### config.mk
export PLATFORM = sky130hd
export DESIGN_NAME = flash_sr_guard
export DESIGN_NICKNAME = d
export VERILOG_FILES = /design/src/rtl/flash_sr_pkg.sv /design/src/rtl/sr_mode_arbiter.sv /design/src/rtl/sr_volatile.sv /design/src/rtl/sr_nv_bank.sv /design/src/rtl/flash_sr_guard.sv
export SDC_FILE = /design/constraint.sdc
export NUM_CORES = 1
export LEC_CHECK = 0
export ABC_AREA = 1
export BUFFER_PORTS_ARGS = -buffer_cell sky130_fd_sc_hd__buf_2
export CORE_MARGIN = 1.5
export CORE_UTILIZATION = 37
export DETAILED_ROUTE_END_ITERATION = 10
export HOLD_SLACK_MARGIN = 0.06
export PLACE_DENSITY = 0.74
export SYNTH_ARGS = -nofsm -noshare
export SYNTH_HDL_FRONTEND = slang
export SYNTH_SLANG_ARGS = --single-unit
### constraint.sdc
create_clock -name clk -period 1.1 [get_ports clk]
set_input_delay 0.22 -clock clk [delete_from_list [all_inputs] [get_ports clk]]
set_output_delay 0.22 -clock clk [all_outputs]
set_load 0.02 [all_outputs]
### src/rtl/flash_sr_pkg.sv
package flash_sr_pkg;

    localparam int SR_W     = 16;
    localparam int SEC_REGS = 4;
    localparam int APROT_W  = 5;

    localparam logic [7:0] OP_WREN   = 8'h06;
    localparam logic [7:0] OP_WRDI   = 8'h04;
    localparam logic [7:0] OP_WRSR   = 8'h01;
    localparam logic [7:0] OP_SUSP   = 8'h75;
    localparam logic [7:0] OP_RESUME = 8'h7A;

    typedef enum logic [1:0] {
        SRP_SOFT   = 2'b00,
        SRP_PIN    = 2'b01,
        SRP_SUPPLY = 2'b10,
        SRP_OTP    = 2'b11
    } srp_mode_e;

    // Occupies status bits 14..2, most significant field first.
    typedef struct packed {
        logic                cmp;
        logic [SEC_REGS-1:0] lock;
        logic                spare;
        srp_mode_e           srp;
        logic [APROT_W-1:0]  aprot;
    } nv_bits_t;

    localparam int NV_W  = $bits(nv_bits_t);
    localparam int NV_LO = 2;
    localparam int NV_HI = NV_LO + NV_W - 1;

    function automatic logic mode_allows(input srp_mode_e m, input logic pin_high);
        case (m)
            SRP_SOFT: mode_allows = 1'b1;
            SRP_PIN:  mode_allows = pin_high;
            default:  mode_allows = 1'b0;
        endcase
    endfunction

endpackage

### src/rtl/sr_mode_arbiter.sv
module sr_mode_arbiter
    import flash_sr_pkg::*;
(
    input  srp_mode_e srp,
    input  logic      pin_high,
    input  logic      wel,
    output logic      wr_ok
);
    always_comb wr_ok = wel & mode_allows(srp, pin_high);
endmodule

### src/rtl/sr_volatile.sv
module sr_volatile
    import flash_sr_pkg::*;
(
    input  logic       clk,
    input  logic       rst,
    input  logic       nv_init,
    input  logic       pwr_cycle,
    input  logic       instr_valid,
    input  logic [7:0] instr_op,
    output logic       wel,
    output logic       sus
);
    always_ff @(posedge clk) begin
        if (rst || nv_init || pwr_cycle) begin
            wel <= 1'b0;
            sus <= 1'b0;
        end else if (instr_valid) begin
            case (instr_op)
                OP_WREN:   wel <= 1'b1;
                OP_WRDI:   wel <= 1'b0;
                OP_WRSR:   wel <= 1'b0;
                OP_SUSP:   sus <= 1'b1;
                OP_RESUME: sus <= 1'b0;
                default:   ;
            endcase
        end
    end
endmodule

### src/rtl/sr_nv_bank.sv
module sr_nv_bank
    import flash_sr_pkg::*;
(
    input  logic     clk,
    input  logic     rst,
    input  logic     nv_init,
    input  logic     pwr_cycle,
    input  logic     wr_accept,
    input  nv_bits_t wr_bits,
    output nv_bits_t nv
);
    logic load_default;
    logic take_write;

    always_comb begin
        load_default = rst | nv_init;
        take_write   = wr_accept & ~pwr_cycle;
    end

    // Lock bits: one-way, one cell per security register.
    for (genvar i = 0; i < SEC_REGS; i++) begin : g_lock
        always_ff @(posedge clk) begin
            if (load_default)
                nv.lock[i] <= 1'b0;
            else if (take_write && wr_bits.lock[i])
                nv.lock[i] <= 1'b1;
        end
    end

    always_ff @(posedge clk) begin
        if (load_default) begin
            nv.cmp   <= 1'b0;
            nv.spare <= 1'b0;
            nv.srp   <= SRP_SOFT;
            nv.aprot <= '0;
        end else if (pwr_cycle) begin
            if (nv.srp == SRP_SUPPLY)
                nv.srp <= SRP_SOFT;
        end else if (take_write) begin
            nv.cmp   <= wr_bits.cmp;
            nv.spare <= wr_bits.spare;
            nv.srp   <= wr_bits.srp;
            nv.aprot <= wr_bits.aprot;
        end
    end
endmodule

### src/rtl/flash_sr_guard.sv
module flash_sr_guard
    import flash_sr_pkg::*;
(
    input  logic                clk,
    input  logic                rst,
    input  logic                instr_valid,
    input  logic [7:0]          instr_op,
    input  logic [SR_W-1:0]     wr_data,
    input  logic                wp_pin_high,
    input  logic                pwr_cycle,
    input  logic                nv_init,
    output logic [SR_W-1:0]     status_o,
    output logic                sr_wr_ok_o,
    output logic [SEC_REGS-1:0] sec_lock_o,
    output logic                cmp_o
);
    nv_bits_t nv;
    nv_bits_t wr_bits;
    logic     wel;
    logic     sus;
    logic     wr_ok;
    logic     wr_accept;

    always_comb begin
        wr_bits   = nv_bits_t'(wr_data[NV_HI:NV_LO]);
        wr_accept = instr_valid && (instr_op == OP_WRSR) && wr_ok;
    end

    sr_mode_arbiter arb_i (
        .srp      (nv.srp),
        .pin_high (wp_pin_high),
        .wel      (wel),
        .wr_ok    (wr_ok)
    );

    sr_volatile vol_i (
        .clk         (clk),
        .rst         (rst),
        .nv_init     (nv_init),
        .pwr_cycle   (pwr_cycle),
        .instr_valid (instr_valid),
        .instr_op    (instr_op),
        .wel         (wel),
        .sus         (sus)
    );

    sr_nv_bank nvb_i (
        .clk       (clk),
        .rst       (rst),
        .nv_init   (nv_init),
        .pwr_cycle (pwr_cycle),
        .wr_accept (wr_accept),
        .wr_bits   (wr_bits),
        .nv        (nv)
    );

    always_comb begin
        status_o   = {sus, nv, wel, 1'b0};
        sr_wr_ok_o = wr_ok;
        sec_lock_o = nv.lock;
        cmp_o      = nv.cmp;
    end
endmodule

== Word level (Yosys, flattened, before mapping) ==
Cells that the tools add are included.
Cells by class
  equality and inequality tests: 8
  multiplexer cells: 6
  bitwise operators: 4
  reduce and logical (&&, ||, !) cells: 17
Operators with widths (number)
  == test 8 x 3 -> 1 bit, second input constant: 2
  == test 8 x 7 -> 1 bit, second input constant: 2
  == test 8 x 1 -> 1 bit, second input constant: 1
  AND reduction 2 bit: 4
  2-to-1 mux 7 bit: 1
  logical AND 1 bit: 6
  one-hot mux 1 bit (2 select lines): 3
  nonzero test 2 bit: 3
  2-to-1 mux 2 bit: 2
  AND 1 bit: 2
  == test 2 x 1 -> 1 bit, second input constant: 1
  == test 2 bit, second input constant: 1
  zero test 2 bit: 1
  logical OR 1 bit: 2
  inequality test 2 x 1 -> 1 bit, second input constant: 1
  OR reduction 2 bit: 1
  NOT 1 bit: 1
  OR 1 bit: 1
Word-level totals
  bits in registers: 15
  input port bits: 30
  output and inout bits: 22
  logic and storage cells: 45

== Depth between registers and ports, before layout ==
Gate-level depths: netlist (run 1).
  word-level depth: 7
  gate-level depth with buffers: 9
  mapped depth without buffers: 8

== By module ==
A second synthesis (run 1) with hierarchy kept.
Second synthesis, totals
  cells, all modules: 116
  area, all modules: 772.0 sq um
By module, submodules not included
  sr_nv_bank: times used 1, cells each 63, area each 494.2 sq um, sequential area each 260.2 sq um
  sr_volatile: times used 1, cells each 31, area each 162.7 sq um, sequential area each 40.0 sq um
  flash_sr_guard: times used 1, cells each 17, area each 96.3 sq um, sequential area each 0.0 sq um
  sr_mode_arbiter: times used 1, cells each 5, area each 18.8 sq um, sequential area each 0.0 sq um

== Least setup slack after synthesis (run 1) ==
Ideal clock, no wire load.
  path kind: register to register
  start point: register, netlist name nvb_i.nv[6]
  end point: register, netlist name nvb_i.nv[2]
  setup time: 0.112 ns
  arrival time: 1.072 ns
  data required time: 0.988 ns
  path slack: -0.084 ns
  cell stages (with the launch flop): 8
  buffers on the path: 1
  clock period less this slack: 1.184 ns
  cells stage by stage: dfxtp_1 > nor2_1 > nand2_1 > nor2_4 > nand2_4 > buf_6 > nor2_2 > nor2_2
Between the ends
  cells in the longest elaborated chain, start to end: 6
  elaborated cells on any way between the ends: 7
  classes of those cells: eq/ne (1); mux (1); bitwise (2); reduce/logical (3)
RTL lines
  == test 2 x 1 -> 1 bit / zero test 2 bit (equally long branches): RTL line flash_sr_pkg.sv:34  | case (m)
  one-hot mux 1 bit (2 select lines) (*): RTL line flash_sr_pkg.sv:34
  AND 1 bit (*): RTL line sr_mode_arbiter.sv:9  | always_comb wr_ok = wel & mode_allows(srp, pin_high);
  logical AND 1 bit (*): RTL line flash_sr_guard.sv:26  | wr_accept = instr_valid && (instr_op == OP_WRSR) && wr_ok;
  AND 1 bit (*): RTL line sr_nv_bank.sv:17  | take_write = wr_accept & ~pwr_cycle;
  AND reduction 2 bit (no source line) (*)
Mark *: on every way between the ends. The rest lies on a longest branch, timed or not.
A chain may end at the register's enable or synchronous reset.

== Final worst setup path (run 1) ==
  start point: register vol_i.wel
  end point: output sr_wr_ok_o
Between the ends
  cells in the longest elaborated chain, start to end: 1
RTL lines
  from (decl): RTL line sr_volatile.sv:10  | output logic wel,
  from (signal assigned): RTL line sr_volatile.sv:15  | wel <= 1'b0;
  from (signal assigned): RTL line sr_volatile.sv:19  | OP_WREN: wel <= 1'b1;
  from (signal assigned): RTL line sr_volatile.sv:20  | OP_WRDI: wel <= 1'b0;
  AND 1 bit: RTL line sr_mode_arbiter.sv:9
  to (decl): RTL line flash_sr_guard.sv:13  | output logic sr_wr_ok_o,
No other way between the ends.

==> flow_metrics.py, run 1 <==
metrics = {
    "layout": {
        "fillers": 213,
        "area_growth_pct": 54.0,
        "fin_nets": 216,
        "drive_gt1_share_pct": 51.4,
        "antennaDiodeCount": 0,
        "fin_util_pct": 62.6,
    },
    "clock_network": {
        "cts.path.max_buffers": 2,
        "cts_max_level": 1,
        "cts_sinks": 15,
        "cts-root-buf": "clkbuf_4",
        "worstSkewPairLatency_ps": 280,
        "numCtsBuffers": 3,
        "cts_tree": "done",
        "clkSlewWorstSetupHoldPaths_ps": 100,
    },
    "power_and_ir_drop": {
        "comb_power_share_pct": 11.1,
        "p_leak_nw": 0.714,
        "intPower_mw": 0.726,
        "seq_power_share_pct": 56.0,
        "vdd_drop_max_mv": 0.833,
        "swShare_pct": 24.7,
        "switchingPower_mw": 0.238,
        "powerDensity_nw_per_um2": 755,
        "clockPowerShare_pct": 32.9,
    },
    "floorplanning": {
        "die_x_um": 50.4,
        "core_um2": 2040,
        "die_area_um2": 2540,
        "die_y_um": 50.4,
        "start_util_pct": 40.6,
        "io_pins": 52,
        "rows": 16,
    },
    "global_routing": {
        "grt_first_pass_wirelength_um": 3110,
        "antenna_found_initial": 0,
        "grt_pass1_vias": 773,
        "track_usage_pct": 16.1,
        "grt_overflow": 0,
        "grt_max_degree": 10,
    },
    "critical_path": {
        "cp_max_fo": 2,
        "critPathCaptureType": "output port",
        "worst_setup_path_start_kind": "flop",
        "worstPathRequired_ps": 880,
        "cp.arrival_ps": 1090,
        "path_class": "flop to output port",
    },
    "place": {
        "gp_congestion": 0.712,
        "port_buffers": 47,
        "place_hpwl_um": 1410,
    },
    "logic_synthesis": {
        "syn-num-nets": 158,
        "ys_warn_count": 0,
        "synthTopCellsByArea": "dfxtp_1, nand2_1, nor2_1",
        "synth_cells": 128,
        "yosysSeqAreaShare_pct": 36.2,
        "syn_avg_cell_area_um2": 6.48,
        "yosys.area.top_type": "dfxtp_1",
        "synth_area_um2": 830,
        "synth_cell_type_count": 17,
        "ys_ff_latch": 15,
        "yosysTopAreaCellShare_pct": 36.2,
    },
    "timing": {
        "layout_min_cycle_time_ps": 1310,
        "worst_slack_ps": -211,
        "fin_crit_sh_pct": 119,
        "rsz0062_at_grt": "true",
        "finalSetupViolations": 15,
        "fin_skew_ps": 4.30,
        "fin_setup_tns_ps": -2320,
        "slew_viol_final": 0,
        "max_freq_mhz": 762,
        "hold_viol": 0,
    },
    "route": {
        "drt_first_pass_iters": 2,
        "via_per_inst": 4.28,
        "postRouteWirelength_um": 2010,
        "wl_per_cell_um": 9.48,
        "antenna_left": 0,
        "via_count": 907,
        "drtIter0Drc": 7,
        "drc": 0,
    },
    "run": {
        "cap_violations": 0,
    },
    "run_status": {
        "status": "finished with violations",
        "failed_checks": "negative setup slack",
    },
    "min_path": {
        "hp-class": "input pin to flop",
    },
}
[through the flow]
stage                     std cells  total power [mW]  cell area, µm²  hold slack [ps]  setup WS [ps]
after global routing            212              1.02            1280              146           -286
after global placement          200             0.652            1090              442          -14.1
after floorplan                 128             0.592             836              352          -63.9
after CTS                       209             0.981            1220              144           -230
after detailed placement        200             0.655            1090              447          -65.4
final                           212             0.965            1280              160           -211
[metal layers]
| layer | up-vias | global-route usage [%] | share of wire, % |
|---|---|---|---|
| li1 | 487 | - | - |
| met4 | 0 | 4.05 | 0 |
| met3 | 0 | 3.87 | 7.1 |
| met2 | 34 | 30.5 | 51 |
| met1 | 386 | 17.7 | 42 |
| met5 | - | 0 | 0 |
[registers in the layout (all words and copies together), names as in the netlist]
signal,flops
nvb_i.nv,13
vol_i.sus,1
vol_i.wel,1
[cell families (layout without fill, tap and decap cells)]
family	count (synthesis)	after routing	synth area share (%)
AO/OA/AOI/OAI	6	6	3.62
buffers and inverters	33	87	19.6
flip-flops	15	15	36.2
other	1	1	0.452
AND/OR/NAND/NOR	73	76	40.1
[placed cells by master, fill, tap and decap left out]
cell type and instances:
buf_6 6, nor2_2 7, nand2_8 2, inv_2 1, clkinv_2 1, buf_2 45
nand3_1 5, nand2_2 10, a21oi_1 3, conb_1 1, inv_1 22, dfxtp_2 2
o21ai_0 1, buf_4 9, a21oi_2 2, nor3_1 2, nand2_1 21, nor2_4 3
dfxtp_1 12, clkbuf_4 3, nand3b_1 2, nor2_1 21, dfxtp_4 1, nand2_4 3
[worst max-delay path, stage by stage, from the launching register on]
cell and delay (ps):
dfxtp_2 350, inv_1 40, nor2_1 70, nand2_1 70, buf_4 140, inv_2 40
buf_6 100
[final timing paths]
check              start           to  slack, ps  depth (start not counted)
min reg2reg  nvb_i.nv[9]  nvb_i.nv[9]        470                          2
max            vol_i.wel   sr_wr_ok_o       -210                          6
min           wr_data[5]  nvb_i.nv[3]        160                          3
max reg2reg    vol_i.wel  nvb_i.nv[3]       -170                         10
[power by group through the flow]
stage               clock network, mW  registers [mW]  logic [mW]
global route                    0.364           0.540       0.118
CTS                             0.336           0.540       0.105
detailed placement                  0           0.553       0.102
global placement                    0           0.553      0.0989
finish                          0.318           0.540       0.107
floorplan                           0           0.553      0.0391
[synthesized netlist by cell type]
library cell  instances
a21oi_1               5
buf_2                 1
buf_4                 8
buf_6                 1
conb_1                1
dfxtp_1              15
inv_1                23
nand2_1              29
nand2_2               2
nand2_4               2
nand3_1               5
nand3b_1              2
nor2_1               26
nor2_2                3
nor2_4                2
nor3_1                2
o21ai_0               1
[area by class of cell]
type	count	area (µm²)	area share [%]
Tap cell	27	33.8	2.64
Inverter	23	86.3	6.76
Timing Repair Buffer	60	360	28.2
Clock buffer	3	22.5	1.76
Clock inverter	1	5.00	0.392
Sequential cell	15	307	24.0
Multi-Input combinational cell	83	463	36.2
[what timing repair did]
action / 4_1_cts / 5_1_grt
buffers inserted: 3 / 2
gates resized for setup: 18 / 9
pin swaps: 5 / 1
setup endpoints to repair: 15 / 15
hold buffers: 0 / 0
gates cloned: 2 / 1
Power figures use the tool's default switching activity.
==> run 2: changes to the inputs <==
--- a/config.mk
+++ b/config.mk
@@ -5,12 +5,14 @@
 export SDC_FILE = /design/constraint.sdc
 export NUM_CORES = 1
 export LEC_CHECK = 0
-export ABC_AREA = 1
+export ABC_AREA = 0
 export BUFFER_PORTS_ARGS = -buffer_cell sky130_fd_sc_hd__buf_2
+export CORE_ASPECT_RATIO = 0.9
 export CORE_MARGIN = 1.5
-export CORE_UTILIZATION = 37
+export CORE_UTILIZATION = 36
 export DETAILED_ROUTE_END_ITERATION = 10
 export HOLD_SLACK_MARGIN = 0.06
+export MAX_ROUTING_LAYER = met4
 export PLACE_DENSITY = 0.74
 export SYNTH_ARGS = -nofsm -noshare
 export SYNTH_HDL_FRONTEND = slang
==> run 2 against run 1 <==
- the run still ends with negative setup slack left
- power grew 0.16%
- sequential power barely moved
- register-to-register slack improved by 140 ps
- synthesized area is 8.3% lower
- highest routed layer unchanged
- global-route usage increased by 1.9 points
- clock power is 2% lower
- largest power group unchanged
- die area down 5.4%
- utilization decreased by 7.7 points
==> flow_metrics.py, run 2 <==
metrics = {
    "critical_path": {
        "critical_path.max_stage_delay_ps": 330,
        "cp_top_family": "flip-flops",
        "critPathCaptureType": "output port",
        "cp.arrival_ps": 1020,
        "path_cells": "nor2b_4, and2_4, buf_6",
        "worstPathRequired_ps": 880,
        "worst_setup_path_start_kind": "flop",
        "path_buf_inv": 1,
        "path_class": "flop to output port",
        "reg2reg_slack_ps": -30,
        "slowest_stage": "dfxtp_2",
        "cp_max_fo": 3,
    },
    "layout": {
        "drive_gt1_share_pct": 55.2,
        "area_growth_pct": 40.8,
        "final_area_um2": 1070,
        "top_register": "nvb_i.nv",
        "final_common_cell": "buf_2",
        "largest_reg_flops": 13,
        "antennaDiodeCount": 0,
        "fillers": 201,
        "fin_nets": 165,
        "layout.cells.most_common_list": "buf_2, dfxtp_1, o21ai_0, nand3_1, a21oi_1",
        "largest_registers": "nvb_i.nv: 13 flops, vol_i.sus: 1 flops, vol_i.wel: 1 flops",
    },
    "global_routing": {
        "grt_first_pass_wirelength_um": 3060,
        "grt_pass1_vias": 692,
        "grt_overflow": 0,
        "track_usage_pct": 17.9,
        "grt_max_degree": 14,
        "antenna_found_initial": 0,
    },
    "logic_synthesis": {
        "syn-num-nets": 116,
        "synth-edff-count": 0,
        "synth_ff_type": "dfxtp_1",
        "synthTopCellsByArea": "dfxtp_1, buf_4, a21oi_1",
        "synth_cells": 86,
        "synth_cell_type_count": 28,
        "yosysSeqAreaShare_pct": 39.5,
        "yosysMostFrequentCell": "dfxtp_1",
        "yosysTopAreaCellShare_pct": 39.5,
        "ys_ff_latch": 15,
        "yosys.area.top_type": "dfxtp_1",
        "synth_area_um2": 761,
        "syn_avg_cell_area_um2": 8.85,
        "ys_warn_count": 0,
        "async_flop_share_pct": 0,
        "synth_common_cells": "dfxtp_1, a21oi_1, nand3_1, o21ai_0, buf_4",
    },
    "power_and_ir_drop": {
        "comb_power_share_pct": 11.5,
        "seq_power_share_pct": 56.1,
        "swShare_pct": 23.2,
        "vdd_drop_max_mv": 0.994,
        "clockPowerShare_pct": 32.4,
        "powerDensity_nw_per_um2": 902,
        "p_leak_nw": 0.483,
        "switchingPower_mw": 0.224,
        "intPower_mw": 0.742,
        "power_mw": 0.966,
    },
    "place": {
        "port_buffers": 47,
        "dpl-instance-area_um2": 1010,
        "pre_cts_slack_ps": -139,
        "gp_congestion": 0.789,
        "place_hpwl_um": 1530,
    },
    "floorplanning": {
        "core_um2": 1950,
        "die_x_um": 51.5,
        "rows": 15,
        "die_y_um": 46.6,
        "io_pins": 52,
        "start_util_pct": 39.0,
        "die_area_um2": 2400,
    },
    "route": {
        "drc": 0,
        "via_count": 779,
        "wl_per_cell_um": 12.7,
        "via_per_inst": 4.90,
        "antenna_left": 0,
        "postRouteWirelength_um": 2020,
        "drtIter0Drc": 10,
        "drt_first_pass_iters": 4,
    },
    "timing": {
        "layout_min_cycle_time_ps": 1240,
        "fin_skew_ps": 0.313,
        "max_freq_mhz": 806,
        "fin_crit_sh_pct": 113,
        "worst_slack_ps": -141,
        "finalSetupViolations": 2,
        "slew_viol_final": 0,
        "hold_viol": 0,
        "rsz0062_at_grt": "true",
    },
    "clock_network": {
        "cts_max_level": 1,
        "clkSlewWorstSetupHoldPaths_ps": 90,
        "cts_tree": "done",
        "cts_sinks": 15,
        "worstSkewPairLatency_ps": 280,
        "cts-root-buf": "clkbuf_4",
        "cts_setup_buffers": 0,
        "numCtsBuffers": 3,
        "cts.path.max_buffers": 2,
    },
    "run": {
        "cap_violations": 0,
    },
    "run_status": {
        "status": "finished with violations",
        "failed_checks": "negative setup slack",
    },
    "min_path": {
        "hp-class": "input pin to flop",
    },
}
==> run 2: what timing repair did <==
item                       in CTS  in global routing
pin swaps                       6                  1
resized for setup               9                  2
setup endpoints to repair      13                 16
gates cloned                    0                  0
hold buffers                    0                  0
==> run 2: metal layers <==
metal | up-vias | part of all wire, % | track usage [%] | routed length [µm]
met5 | - | 0 | - | 0
met4 | 0 | 0 | 3.16 | 0
met3 | 0 | 4.3 | 5.52 | 87
met2 | 21 | 55 | 31.5 | 1110
met1 | 360 | 41 | 20.5 | 820
li1 | 398 | - | - | -
==> run 2: worst paths after layout <==
| check | from | to | depth (start not counted) |
|---|---|---|---|
| setup / recovery | vol_i.wel | sr_wr_ok_o | 3 |
| hold / removal | wr_data[4] | nvb_i.nv[2] | 3 |
| setup reg to reg | vol_i.wel | nvb_i.nv[1] | 4 |
| hold reg to reg | nvb_i.nv[3] | nvb_i.nv[3] | 2 |
==> run 2: worst reg2reg max path: stages, from the launching register on <==
cell and delay, ps:
dfxtp_2 330, nor2b_4 150, and4_4 320, nand3_1 120, a21oi_2 140
==> run 2: cells by family after synthesis <==
| logic type | after synthesis | synth area share [%] |
|---|---|---|
| AOI/OAI and AO/OA | 26 | 20.6 |
| xor gates and xnor gates | 1 | 1.15 |
| buffers and inverters | 13 | 12.3 |
| DFF | 15 | 39.5 |
| other | 1 | 0.493 |
| and+or+nand+nor | 30 | 26.0 |
==> run 2: area by class of cell <==
| cell class | instances | area (µm²) | area share [%] |
|---|---|---|---|
| multi-input combinational | 58 | 380 | 35.5 |
| sequential | 15 | 304 | 28.4 |
| clock buffer | 4 | 26.3 | 2.45 |
| timing repair buffer | 56 | 325 | 30.4 |
| inverter | 1 | 3.75 | 0.350 |
| tap | 25 | 31.3 | 2.92 |
==> run 2: metrics by stage <==
stage	hold WS, ps	utilization (%)	setup TNS [ps]	std cells
finish	181	54.9	-168	159
global route	166	54.9	-859	159
CTS	175	54.5	-196	159
detailed placement	464	51.7	-1570	155
global placement	454	51.7	-1050	155
floorplan	289	-	0	86
==> run 2: power by group through the flow <==
stage | clock network [mW] | registers (mW) | logic [mW]
global placement | 0 | 0.555 | 0.107
floorplan | 0 | 0.555 | 0.0411
finish | 0.313 | 0.542 | 0.111
global route | 0.357 | 0.543 | 0.121
detailed placement | 0 | 0.555 | 0.110
CTS | 0.323 | 0.542 | 0.110
